**src/rtl/pmx_cc_pkg.sv**
```systemverilog
package pmx_cc_pkg;

    localparam int unsigned DEF_ADDR_W  = 32;
    localparam int unsigned DEF_INSTR_W = 48;
    localparam int unsigned DEF_ENTRIES = 32;

    // Sequencing state: normal operation or the one-cycle refill slot.
    typedef enum logic {
        SEQ_RUN    = 1'b0,
        SEQ_REFILL = 1'b1
    } seq_state_e;

    // Where the next returned instruction comes from.
    typedef enum logic [1:0] {
        SRC_NONE  = 2'd0,
        SRC_BUS   = 2'd1,
        SRC_CACHE = 2'd2
    } ret_src_e;

    // Program-memory bus control for the current cycle.
    typedef struct packed {
        logic bus_rd;
        logic for_data;
        logic use_refill_addr;
        logic use_data_addr;
    } bus_ctl_t;

    localparam bus_ctl_t BUS_IDLE   = '{bus_rd: 1'b0, for_data: 1'b0, use_refill_addr: 1'b0, use_data_addr: 1'b0};
    localparam bus_ctl_t BUS_FETCH  = '{bus_rd: 1'b1, for_data: 1'b0, use_refill_addr: 1'b0, use_data_addr: 1'b0};
    localparam bus_ctl_t BUS_DATA   = '{bus_rd: 1'b1, for_data: 1'b1, use_refill_addr: 1'b0, use_data_addr: 1'b1};
    localparam bus_ctl_t BUS_REFILL = '{bus_rd: 1'b1, for_data: 1'b0, use_refill_addr: 1'b1, use_data_addr: 1'b0};

    // A collision: fetch and program-memory data read in the same cycle,
    // counted only outside the refill slot.
    function automatic logic is_collision(input logic fetch, input logic dual, input logic refill);
        return fetch && dual && !refill;
    endfunction

    // A plain fetch that owns the bus.
    function automatic logic is_plain_fetch(input logic fetch, input logic dual, input logic refill);
        return fetch && !dual && !refill;
    endfunction

endpackage

```
**src/rtl/pmx_cc_tags.sv**
```systemverilog
module pmx_cc_tags #(
    parameter int unsigned ENTRIES = pmx_cc_pkg::DEF_ENTRIES,
    parameter int unsigned TAG_W   = pmx_cc_pkg::DEF_ADDR_W - $clog2(pmx_cc_pkg::DEF_ENTRIES)
) (
    input  logic                       clk,
    input  logic                       rst,
    input  logic [$clog2(ENTRIES)-1:0] lk_idx,
    input  logic [TAG_W-1:0]           lk_tag,
    output logic                       lk_hit,
    input  logic                       wr_en,
    input  logic [$clog2(ENTRIES)-1:0] wr_idx,
    input  logic [TAG_W-1:0]           wr_tag
);

    localparam int unsigned IDX_W = $clog2(ENTRIES);

    logic [ENTRIES-1:0] valid_vec;
    logic [TAG_W-1:0]   tag_arr [ENTRIES];

    for (genvar e = 0; e < ENTRIES; e++) begin : g_ent
        logic             v_q;
        logic [TAG_W-1:0] t_q;
        logic             sel;

        assign sel = wr_en && (wr_idx == IDX_W'(e));

        always_ff @(posedge clk) begin
            if (rst) begin
                v_q <= 1'b0;
            end else if (sel) begin
                v_q <= 1'b1;
            end
        end

        always_ff @(posedge clk) begin
            if (sel) begin
                t_q <= wr_tag;
            end
        end

        assign valid_vec[e] = v_q;
        assign tag_arr[e]   = t_q;
    end

    always_comb begin
        lk_hit = valid_vec[lk_idx] && (tag_arr[lk_idx] == lk_tag);
    end

endmodule

```
**src/rtl/pmx_cc_words.sv**
```systemverilog
module pmx_cc_words #(
    parameter int unsigned ENTRIES = pmx_cc_pkg::DEF_ENTRIES,
    parameter int unsigned WORD_W  = pmx_cc_pkg::DEF_INSTR_W
) (
    input  logic                       clk,
    input  logic [$clog2(ENTRIES)-1:0] rd_idx,
    output logic [WORD_W-1:0]          rd_word,
    input  logic                       wr_en,
    input  logic [$clog2(ENTRIES)-1:0] wr_idx,
    input  logic [WORD_W-1:0]          wr_word
);

    logic [WORD_W-1:0] mem [ENTRIES];

    always_ff @(posedge clk) begin
        if (wr_en) begin
            mem[wr_idx] <= wr_word;
        end
    end

    always_comb begin
        rd_word = mem[rd_idx];
    end

endmodule

```
**src/rtl/pmx_cc_ctrl.sv**
```systemverilog
module pmx_cc_ctrl
    import pmx_cc_pkg::*;
(
    input  logic       clk,
    input  logic       rst,
    input  logic       fetch_req,
    input  logic       dual_req,
    input  logic       lk_hit,
    output logic       refill,
    output logic       stall,
    output logic       alloc_en,
    output logic       addr_capture,
    output ret_src_e   ret_src,
    output bus_ctl_t   bus
);

    seq_state_e state_q;
    seq_state_e state_d;
    logic       collide;
    logic       plain;

    always_comb begin
        refill       = (state_q == SEQ_REFILL);
        collide      = is_collision(fetch_req, dual_req, refill);
        plain        = is_plain_fetch(fetch_req, dual_req, refill);
        stall        = collide && !lk_hit;
        alloc_en     = refill;
        addr_capture = stall;
        state_d      = stall ? SEQ_REFILL : SEQ_RUN;
    end

    always_comb begin
        if (refill) begin
            ret_src = SRC_BUS;
        end else if (collide && lk_hit) begin
            ret_src = SRC_CACHE;
        end else if (plain) begin
            ret_src = SRC_BUS;
        end else begin
            ret_src = SRC_NONE;
        end
    end

    always_comb begin
        if (refill) begin
            bus = BUS_REFILL;
        end else if (dual_req) begin
            bus = BUS_DATA;
        end else if (fetch_req) begin
            bus = BUS_FETCH;
        end else begin
            bus = BUS_IDLE;
        end
    end

    always_ff @(posedge clk) begin
        if (rst) begin
            state_q <= SEQ_RUN;
        end else begin
            state_q <= state_d;
        end
    end

endmodule

```
**src/rtl/pmx_conflict_cache.sv**
```systemverilog
module pmx_conflict_cache
    import pmx_cc_pkg::*;
#(
    parameter int unsigned ADDR_W  = DEF_ADDR_W,
    parameter int unsigned INSTR_W = DEF_INSTR_W,
    parameter int unsigned ENTRIES = DEF_ENTRIES
) (
    input  logic               clk,
    input  logic               rst,
    input  logic               fetch_req,
    input  logic [ADDR_W-1:0]  fetch_addr,
    input  logic               dual_pm_req,
    input  logic [ADDR_W-1:0]  dual_pm_addr,
    output logic               instr_valid,
    output logic [INSTR_W-1:0] instr,
    output logic               stall,
    output logic [ADDR_W-1:0]  pm_addr,
    output logic               pm_rd,
    output logic               pm_for_data,
    input  logic [INSTR_W-1:0] pm_rdata
);

    localparam int unsigned IDX_W = $clog2(ENTRIES);
    localparam int unsigned TAG_W = ADDR_W - IDX_W;

    logic               lk_hit;
    logic               refill_busy;
    logic               alloc_en;
    logic               addr_capture;
    ret_src_e           ret_src;
    bus_ctl_t           bus;
    logic [ADDR_W-1:0]  refill_addr_q;
    logic [INSTR_W-1:0] cache_word;
    logic [IDX_W-1:0]   lk_idx;
    logic [TAG_W-1:0]   lk_tag;
    logic [IDX_W-1:0]   wr_idx;
    logic [TAG_W-1:0]   wr_tag;

    assign lk_idx = fetch_addr[IDX_W-1:0];
    assign lk_tag = fetch_addr[ADDR_W-1:IDX_W];
    assign wr_idx = refill_addr_q[IDX_W-1:0];
    assign wr_tag = refill_addr_q[ADDR_W-1:IDX_W];

    pmx_cc_ctrl u_ctrl (
        .clk          (clk),
        .rst          (rst),
        .fetch_req    (fetch_req),
        .dual_req     (dual_pm_req),
        .lk_hit       (lk_hit),
        .refill       (refill_busy),
        .stall        (stall),
        .alloc_en     (alloc_en),
        .addr_capture (addr_capture),
        .ret_src      (ret_src),
        .bus          (bus)
    );

    pmx_cc_tags #(
        .ENTRIES (ENTRIES),
        .TAG_W   (TAG_W)
    ) u_tags (
        .clk    (clk),
        .rst    (rst),
        .lk_idx (lk_idx),
        .lk_tag (lk_tag),
        .lk_hit (lk_hit),
        .wr_en  (alloc_en),
        .wr_idx (wr_idx),
        .wr_tag (wr_tag)
    );

    pmx_cc_words #(
        .ENTRIES (ENTRIES),
        .WORD_W  (INSTR_W)
    ) u_words (
        .clk     (clk),
        .rd_idx  (lk_idx),
        .rd_word (cache_word),
        .wr_en   (alloc_en),
        .wr_idx  (wr_idx),
        .wr_word (pm_rdata)
    );

    // Missed address held for the refill slot.
    always_ff @(posedge clk) begin
        if (rst) begin
            refill_addr_q <= '0;
        end else if (addr_capture) begin
            refill_addr_q <= fetch_addr;
        end
    end

    // Bus address steering.
    always_comb begin
        pm_rd       = bus.bus_rd;
        pm_for_data = bus.for_data;
        if (bus.use_refill_addr) begin
            pm_addr = refill_addr_q;
        end else if (bus.use_data_addr) begin
            pm_addr = dual_pm_addr;
        end else if (bus.bus_rd) begin
            pm_addr = fetch_addr;
        end else begin
            pm_addr = '0;
        end
    end

    // Returned-instruction register.
    always_ff @(posedge clk) begin
        if (rst) begin
            instr_valid <= 1'b0;
            instr       <= '0;
        end else begin
            unique case (ret_src)
                SRC_BUS: begin
                    instr_valid <= 1'b1;
                    instr       <= pm_rdata;
                end
                SRC_CACHE: begin
                    instr_valid <= 1'b1;
                    instr       <= cache_word;
                end
                default: begin
                    instr_valid <= 1'b0;
                end
            endcase
        end
    end

endmodule

```
**config.mk**
```make
export PLATFORM = sky130hd
export DESIGN_NAME = pmx_conflict_cache
export DESIGN_NICKNAME = d
export VERILOG_FILES = /design/src/rtl/pmx_cc_pkg.sv /design/src/rtl/pmx_cc_tags.sv /design/src/rtl/pmx_cc_words.sv /design/src/rtl/pmx_cc_ctrl.sv /design/src/rtl/pmx_conflict_cache.sv
export SDC_FILE = /design/constraint.sdc
export NUM_CORES = 2
export LEC_CHECK = 0
export BUFFER_PORTS_ARGS = -buffer_cell sky130_fd_sc_hd__buf_2
export CORE_MARGIN = 2
export CORE_UTILIZATION = 56
export DETAILED_ROUTE_END_ITERATION = 16
export PLACE_DENSITY = 0.72
export SLEW_MARGIN = 30
export SYNTH_ARGS = -nofsm -noshare
export SYNTH_HDL_FRONTEND = slang
export SYNTH_SLANG_ARGS = --single-unit
```
**constraint.sdc**
```tcl
create_clock -name clk -period 3.85 [get_ports clk]
set_input_delay 0.1925 -clock clk [delete_from_list [all_inputs] [get_ports clk]]
set_output_delay 0.1925 -clock clk [all_outputs]
set_load 0.02 [all_outputs]
```
## Yosys cells after proc, flatten, opt, wreduce, memory -nomap -nowiden

Memory sizes are Yosys's and may differ from the RTL's.
Index checks and enable logic that the tools add are counted.

| word-level totals | value |
|---|---|
| bits in registers | 978 |
| bits in writable memories | 1536 |
| output and inout port bits | 84 |
| word-level logic and storage cells | 170 |
| memories kept | 1 |

Memories:

| name | depth | bits a word | rd ports | clocked after memory_dff | write ports | RTL line | RTL |
|---|---|---|---|---|---|---|---|
| u_words.mem | 32 | 48 | 1 | 0 | 1 | pmx_cc_words.sv:13 | `logic [WORD_W-1:0] mem [ENTRIES];` |

| operators by class | value |
|---|---|
| order comparisons | 2 |
| eq/ne operators | 34 |
| mux-type cells | 19 |
| bitwise operators | 1 |
| reduce and logical (&&, ||, !) cells | 45 |

Operator list:

| cell | number |
|---|---|
| $bmux 27 s5 | 1 |
| $mux 32 | 3 |
| $pmux 48 s2 | 1 |
| $eq 5x5->1 const B | 16 |
| $mux 27 | 2 |
| $eq 5x4->1 const B | 8 |
| $logic_and 1x1->1 | 39 |
| $eq 27x27->1 | 1 |
| $eq 5x3->1 const B | 4 |
| $mux 4 | 3 |
| $eq 5x2->1 const B | 2 |
| $ge 6x6->1 const B | 1 |
| $lt 5x6->1 const B | 1 |
| $mux 1 | 6 |
| $not 5->6 | 1 |
| $bmux 1 s5 | 1 |
| $eq 5x1->1 const B | 1 |
| $logic_not 5->1 | 1 |
| $mux 2 | 2 |
| $logic_not 1->1 | 3 |
| $eq 2x1->1 const B | 1 |
| $eq 2x2->1 const B | 1 |
| $reduce_bool 2->1 | 1 |
| $reduce_or 2->1 | 1 |

## Longest topological paths before layout

| logic depth | value |
|---|---|
| word-level depth | 12 |
| mapped depth | 22 |
| gate-level depth less buffers | 14 |

## Hierarchy

A second synthesis with hierarchy kept.

| second synthesis, totals | value |
|---|---|
| cells, all modules | 5542 |
| area, all modules | 98974.9 µm² |

By module, submodules not included:

| module | instances | cells an instance | area each (µm²) |
|---|---|---|---|
| pmx_cc_words | 1 | 3316 | 59763.6 |
| pmx_cc_tags | 1 | 1746 | 34848.4 |
| pmx_conflict_cache | 1 | 467 | 4264.1 |
| pmx_cc_ctrl | 1 | 13 | 98.8 |

## Least setup slack after synthesis

Ideal clock, no wire load.

| timing path | value |
|---|---|
| kind | input port to flip-flop |
| from | in fetch_addr[0] |
| to | reg instr[38] |
| data arrival time | 4110 ps |
| setup slack | -387 ps |
| stages | 19 |
| cell sequence | buf_6 > buf_4 > buf_2 > mux4_2 > a221oi_2 > o22ai_1 > a211oi_1 > o211ai_1 > nor4_4 > buf_6 > nand2_1 > nor2_1 > ha_1 > clkbuf_1 > clkbuf_1 > clkbuf_1 > a311oi_1 > a21oi_1 > nor2_1 |

| on the way | value |
|---|---|
| longest elaborated chain between the ends | 11 |
| elaborated cells between the ends (all ways) | 16 |
| those cells by class | 3 x eq/ne; 8 x mux; 1 x bitwise; 3 x reduce/logical; 1 x memory |

Ends and longest elaborated chain:

| what | RTL line | RTL |
|---|---|---|
| start, declared | pmx_conflict_cache.sv:11 | `input logic [ADDR_W-1:0] fetch_addr,` |
| $not 5->6 (implied by the code) | pmx_cc_tags.sv:46 | `lk_hit = valid_vec[lk_idx] && (tag_arr[lk_idx] == lk_tag);` |
| $bmux 27 s5 | pmx_cc_tags.sv:46 |  |
| $mux 27 (implied by the code) (2 in series) | pmx_cc_tags.sv:46 |  |
| $eq 27x27->1 | pmx_cc_tags.sv:46 |  |
| $logic_and 1x1->1 | pmx_cc_tags.sv:46 |  |
| $logic_and 1x1->1 | pmx_cc_ctrl.sv:35 | `end else if (collide && lk_hit) begin` |
| $mux 2 | pmx_cc_ctrl.sv:35 |  |
| $mux 2 | pmx_cc_ctrl.sv:33 | `if (refill) begin` |
| $eq 2x2->1 / $eq 2x1->1 (equally long branches) | pmx_conflict_cache.sv:114 | `unique case (ret_src)` |
| $pmux 48 s2 / $reduce_bool 2->1 (equally long branches) | -- |  |
| end signal, assigned | pmx_conflict_cache.sv:117 | `instr <= pm_rdata;` |
| end signal, assigned | pmx_conflict_cache.sv:121 | `instr <= cache_word;` |
| end, declared | pmx_conflict_cache.sv:15 | `output logic [INSTR_W-1:0] instr,` |

Several ways; a longest one is shown, not always the timed one. The select of a mux whose other input is x is not followed.
A chain may end at the register's enable or synchronous reset.

## Final worst setup path

| timing path | value |
|---|---|
| from | reg u_tags.g_ent[24].t_q[9] |
| to | reg instr[44] |

| on the way | value |
|---|---|
| longest elaborated chain between the ends | 10 |
| elaborated cells between the ends (all ways) | 12 |
| those cells by class | 3 x eq/ne; 6 x mux; 3 x reduce/logical |

Ends and longest elaborated chain:

| what | RTL line | RTL |
|---|---|---|
| start, declared | pmx_cc_tags.sv:22 | `logic [TAG_W-1:0] t_q;` |
| start signal, assigned | pmx_cc_tags.sv:37 | `t_q <= wr_tag;` |
| $bmux 27 s5 * | pmx_cc_tags.sv:46 |  |
| $mux 27 (implied by the code) * (2 in series) | pmx_cc_tags.sv:46 |  |
| $eq 27x27->1 * | pmx_cc_tags.sv:46 |  |
| $logic_and 1x1->1 * | pmx_cc_tags.sv:46 |  |
| $logic_and 1x1->1 * | pmx_cc_ctrl.sv:35 |  |
| $mux 2 * | pmx_cc_ctrl.sv:35 |  |
| $mux 2 * | pmx_cc_ctrl.sv:33 |  |
| $eq 2x2->1 / $eq 2x1->1 (equally long branches) | pmx_conflict_cache.sv:114 |  |
| $pmux 48 s2 / $reduce_bool 2->1 (equally long branches) | -- |  |

Every way passes the cells marked *; elsewhere a longest branch is shown, timed or not. The select of a mux whose other input is x is not followed.

==> flow_summary.yaml <==
run_status:
  status: "complete, but fails checks"
  violations: "negative setup slack"
floorplan:
  pin_count: 200
  die_h_um: 421.7
  coreArea_um2: 173600
  start_util_pct: 56.27
  die_x_um: 421.7
  rows: 153
  dieArea_um2: 177800
finish:
  nets: 5310
  fin_cells: 7732
  syn_to_final_growth_pct: 16.86
  finish.utilization_pct: 65.76
  drive_gt1_share_pct: 33.40
critical_path:
  ff2ff_path_depth: 20
  r2r_slack_ps: -230
  cp_num_buf_inv: 6
  path_cells: "mux4_2 > mux2_4 > a22oi_2 > o211ai_1 > xnor2_1 > nand4_1 > buf_4 > nor4_4 > buf_4 > nand2_4 > nor2_4 > buf_6 > ha_4 > buf_12 > buf_16 > buf_12 > nor2_4 > a311oi_2 > a21oi_1 > nor2_1"
  worstPathMaxFanout: 6
  slowest_delay_ps: 460
  crit_type: "reg -> reg"
  critical-path-top-delay-family: "buffers and inverters"
  cp.depth: 20
  crit_path_top_delay_cell: "mux4_2"
  setup.worst_path.end_class: "flip-flop"
  critical_path_required_ps: 4660
  crit_arrival_ps: 4890
  critPathLaunchType: "flip-flop"
routing:
  via_per_inst: 6.723
  dr.pass1.iters: 6
  wirelength_um: 267200
  vias: 51985
  post_drt_wl_per_cell_um: 34.56
  drc: 0
  drtIter0Drc: 7877
  ant_nets: 0
clock_tree:
  cts_max_level: 4
  clk_latency_ps: 880
  cts_tree: "done"
  clockBufferDepth: 3
  clkTransAtPathRegs_ps: 60
  cts_buffers: 234
  cts_root_buffer: "clkbuf_16"
  cts.sinks: 2514
logic_synthesis:
  synth_top_area_cell: "edfxtp_1"
  netlist_top_cells_area: "edfxtp_1 (74%), mux4_2 (16%), dfxtp_1 (2.3%)"
  yosysWarnings: 0
  synth-seq-cells: 2514
  synthesis.instances: 4590
  netlist_top_cells_count: "edfxtp_1 (2400), mux4_2 (681), nor2_1 (251)"
  syn-mean-instance-area_um2: 21.29
  seq_area_frac_synth_pct: 76.10
  synth_top_cell_area_share_pct: 73.76
  synth_nets: 4707
  synthFlopType: "edfxtp_1"
  synth_edf_count: 2400
  ys_types: 68
  syn_area_um2: 97700
  synthArstFlopShare_pct: 0
  yosysMostFrequentCell: "edfxtp_1"
placed_design:
  place_congestion: 0.8416
  placedCellCount: 7173
  port_buffers: 199
  dp_hpwl_um: 136100
worst_hold_path:
  worstHoldPathCells: 7
  min_path_type: "in -> reg"
timing:
  fin_crit_ps: 4078
  period_share_pct: 105.9
  final_max_slew_viol_count: 0
  maxClockFrequency_mhz: 245.2
  tightest_slew_ps: 996.7
  slew_headroom_pct: 33.55
  skew_ps: 41.27
  hold_violations: 0
  layout_setup_ws_ps: -228.2
  rsz0062_at_grt: "yes"
  setup_viol: 48
grt:
  antenna_found_initial: 5
  grt_overflow: 0
  grt_pass1_wl_um: 374300
  grt_util_all_layers_pct: 29.75
  grt_max_degree: 119
  grt_pass1_vias: 51172
run:
  cap_violations: 0
power_and_ir_drop:
  powerDensity_nw_per_um2: 496.9
  p_total_mw: 56.74
  peakVddDrop_mv: 0.4585
  p_leak_nw: 36.44
## layout make-up
| cell class | instances | area (um^2) |
|---|---|---|
| Sequential cell | 2514 | 74380 |
| Timing Repair Buffer | 653 | 6118 |
| Tap cell | 2325 | 2909 |
| Fill cell | 10852 | 59460 |
| Antenna cell | 2 | 5.005 |
| Clock buffer | 328 | 6500 |
| Multi-Input combinational cell | 1782 | 22950 |
| Inverter | 8 | 40.04 |
| Clock inverter | 120 | 1272 |
## path summary, 6_finish.rpt
kind | start | end
max reg2reg | u_tags.g_ent[24].t_q[9]$_DFFE_PP_ | instr[44]$_SDFFE_PP0P_
min | fetch_addr[3] | instr[38]$_SDFFE_PP0P_
max | u_tags.g_ent[24].t_q[9]$_DFFE_PP_ | instr[44]$_SDFFE_PP0P_
min reg2reg | u_tags.g_ent[6].v_q$_SDFFE_PP0P_ | u_tags.g_ent[6].v_q$_SDFFE_PP0P_
## worst min-delay path, delay by kind of cell
kind / cells / cell delay, ps
compound gates: 2 / 180
simple gates: 2 / 130
buf+inv: 3 / 540
## cells in the final DEF, fill, tap and decap left out, types with 32 or more instances in the layout
cell              n
clkinv_2         46
clkbuf_16       237
nor4b_1          33
a311oi_2         33
buf_4           257
nor2_1          151
mux4_2          681
nor2_4           80
a32oi_1          32
clkbuf_1         66
dfxtp_1          94
edfxtp_1       2400
mux2i_1         110
buf_2           193
o21ai_0          37
buf_12          100
a21oi_1          87
nand2_1         197
dlygate4sd3_1    76
and3_1           36
## cell families after synthesis
family | after synthesis | synth area share, %
xor gates and xnor gates | 19 | 0.1703
buffers and inverters | 294 | 1.432
muxes | 799 | 16.92
adders and majority gates | 1 | 0.01280
AOI/OAI and AO/OA | 334 | 2.359
DFF | 2514 | 76.10
and+or+nand+nor | 629 | 3.009
## where the power goes
| part | leakage [nW] | internal [mW] | total, mW | switching [mW] |
|---|---|---|---|---|
| Sequential | 22.3 | 30.2 | 30.4 | 0.251 |
| Clock | 3.79 | 13.0 | 23.2 | 10.1 |
| Combinational | 10.3 | 1.35 | 3.17 | 1.82 |
## flip-flops by register name, indices dropped and copies added (netlist names)
register          cells
instr                48
instr_valid           1
refill_addr_q        32
u_ctrl.alloc_en       1
u_tags.g_ent.t_q    864
u_tags.g_ent.v_q     32
u_words.mem        1536
## routing by layer
layer | share of wire (%) | wire length, um | up-vias | global-route usage (%)
met4 | 3.5 | 9346 | 8 | 10.27
met2 | 50 | 133400 | 3532 | 48.64
li1 | - | - | 20475 | -
met1 | 36 | 97370 | 27432 | 40.86
met3 | 10 | 27040 | 538 | 5.470
met5 | 0.022 | 60 | - | 0
## stage by stage
step / hold slack [ps] / setup slack (ps) / cell area (um^2) / TNS [ps]
floorplan: 291.4 / -16.21 / 97890 / -647.7
global placement: 443.5 / -545.4 / 104500 / -24410
detailed placement: 453.5 / -603.3 / 104500 / -29500
CTS: 166.2 / -163.6 / 113700 / -4186
global route: 246.7 / -342.6 / 114200 / -10990
finish: 242.5 / -228.2 / 114200 / -5413
## timing repair
| action | in CTS | in global routing |
|---|---|---|
| pin swaps | 49 | 37 |
| hold endpoints to repair | 1641 | 0 |
| buffers inserted | 13 | 16 |
| gates resized for setup | 82 | 66 |
| hold buffers | 76 | 0 |
| setup endpoints to repair | 49 | 50 |
| cloned | 8 | 2 |
Power figures use the tool's default switching activity.
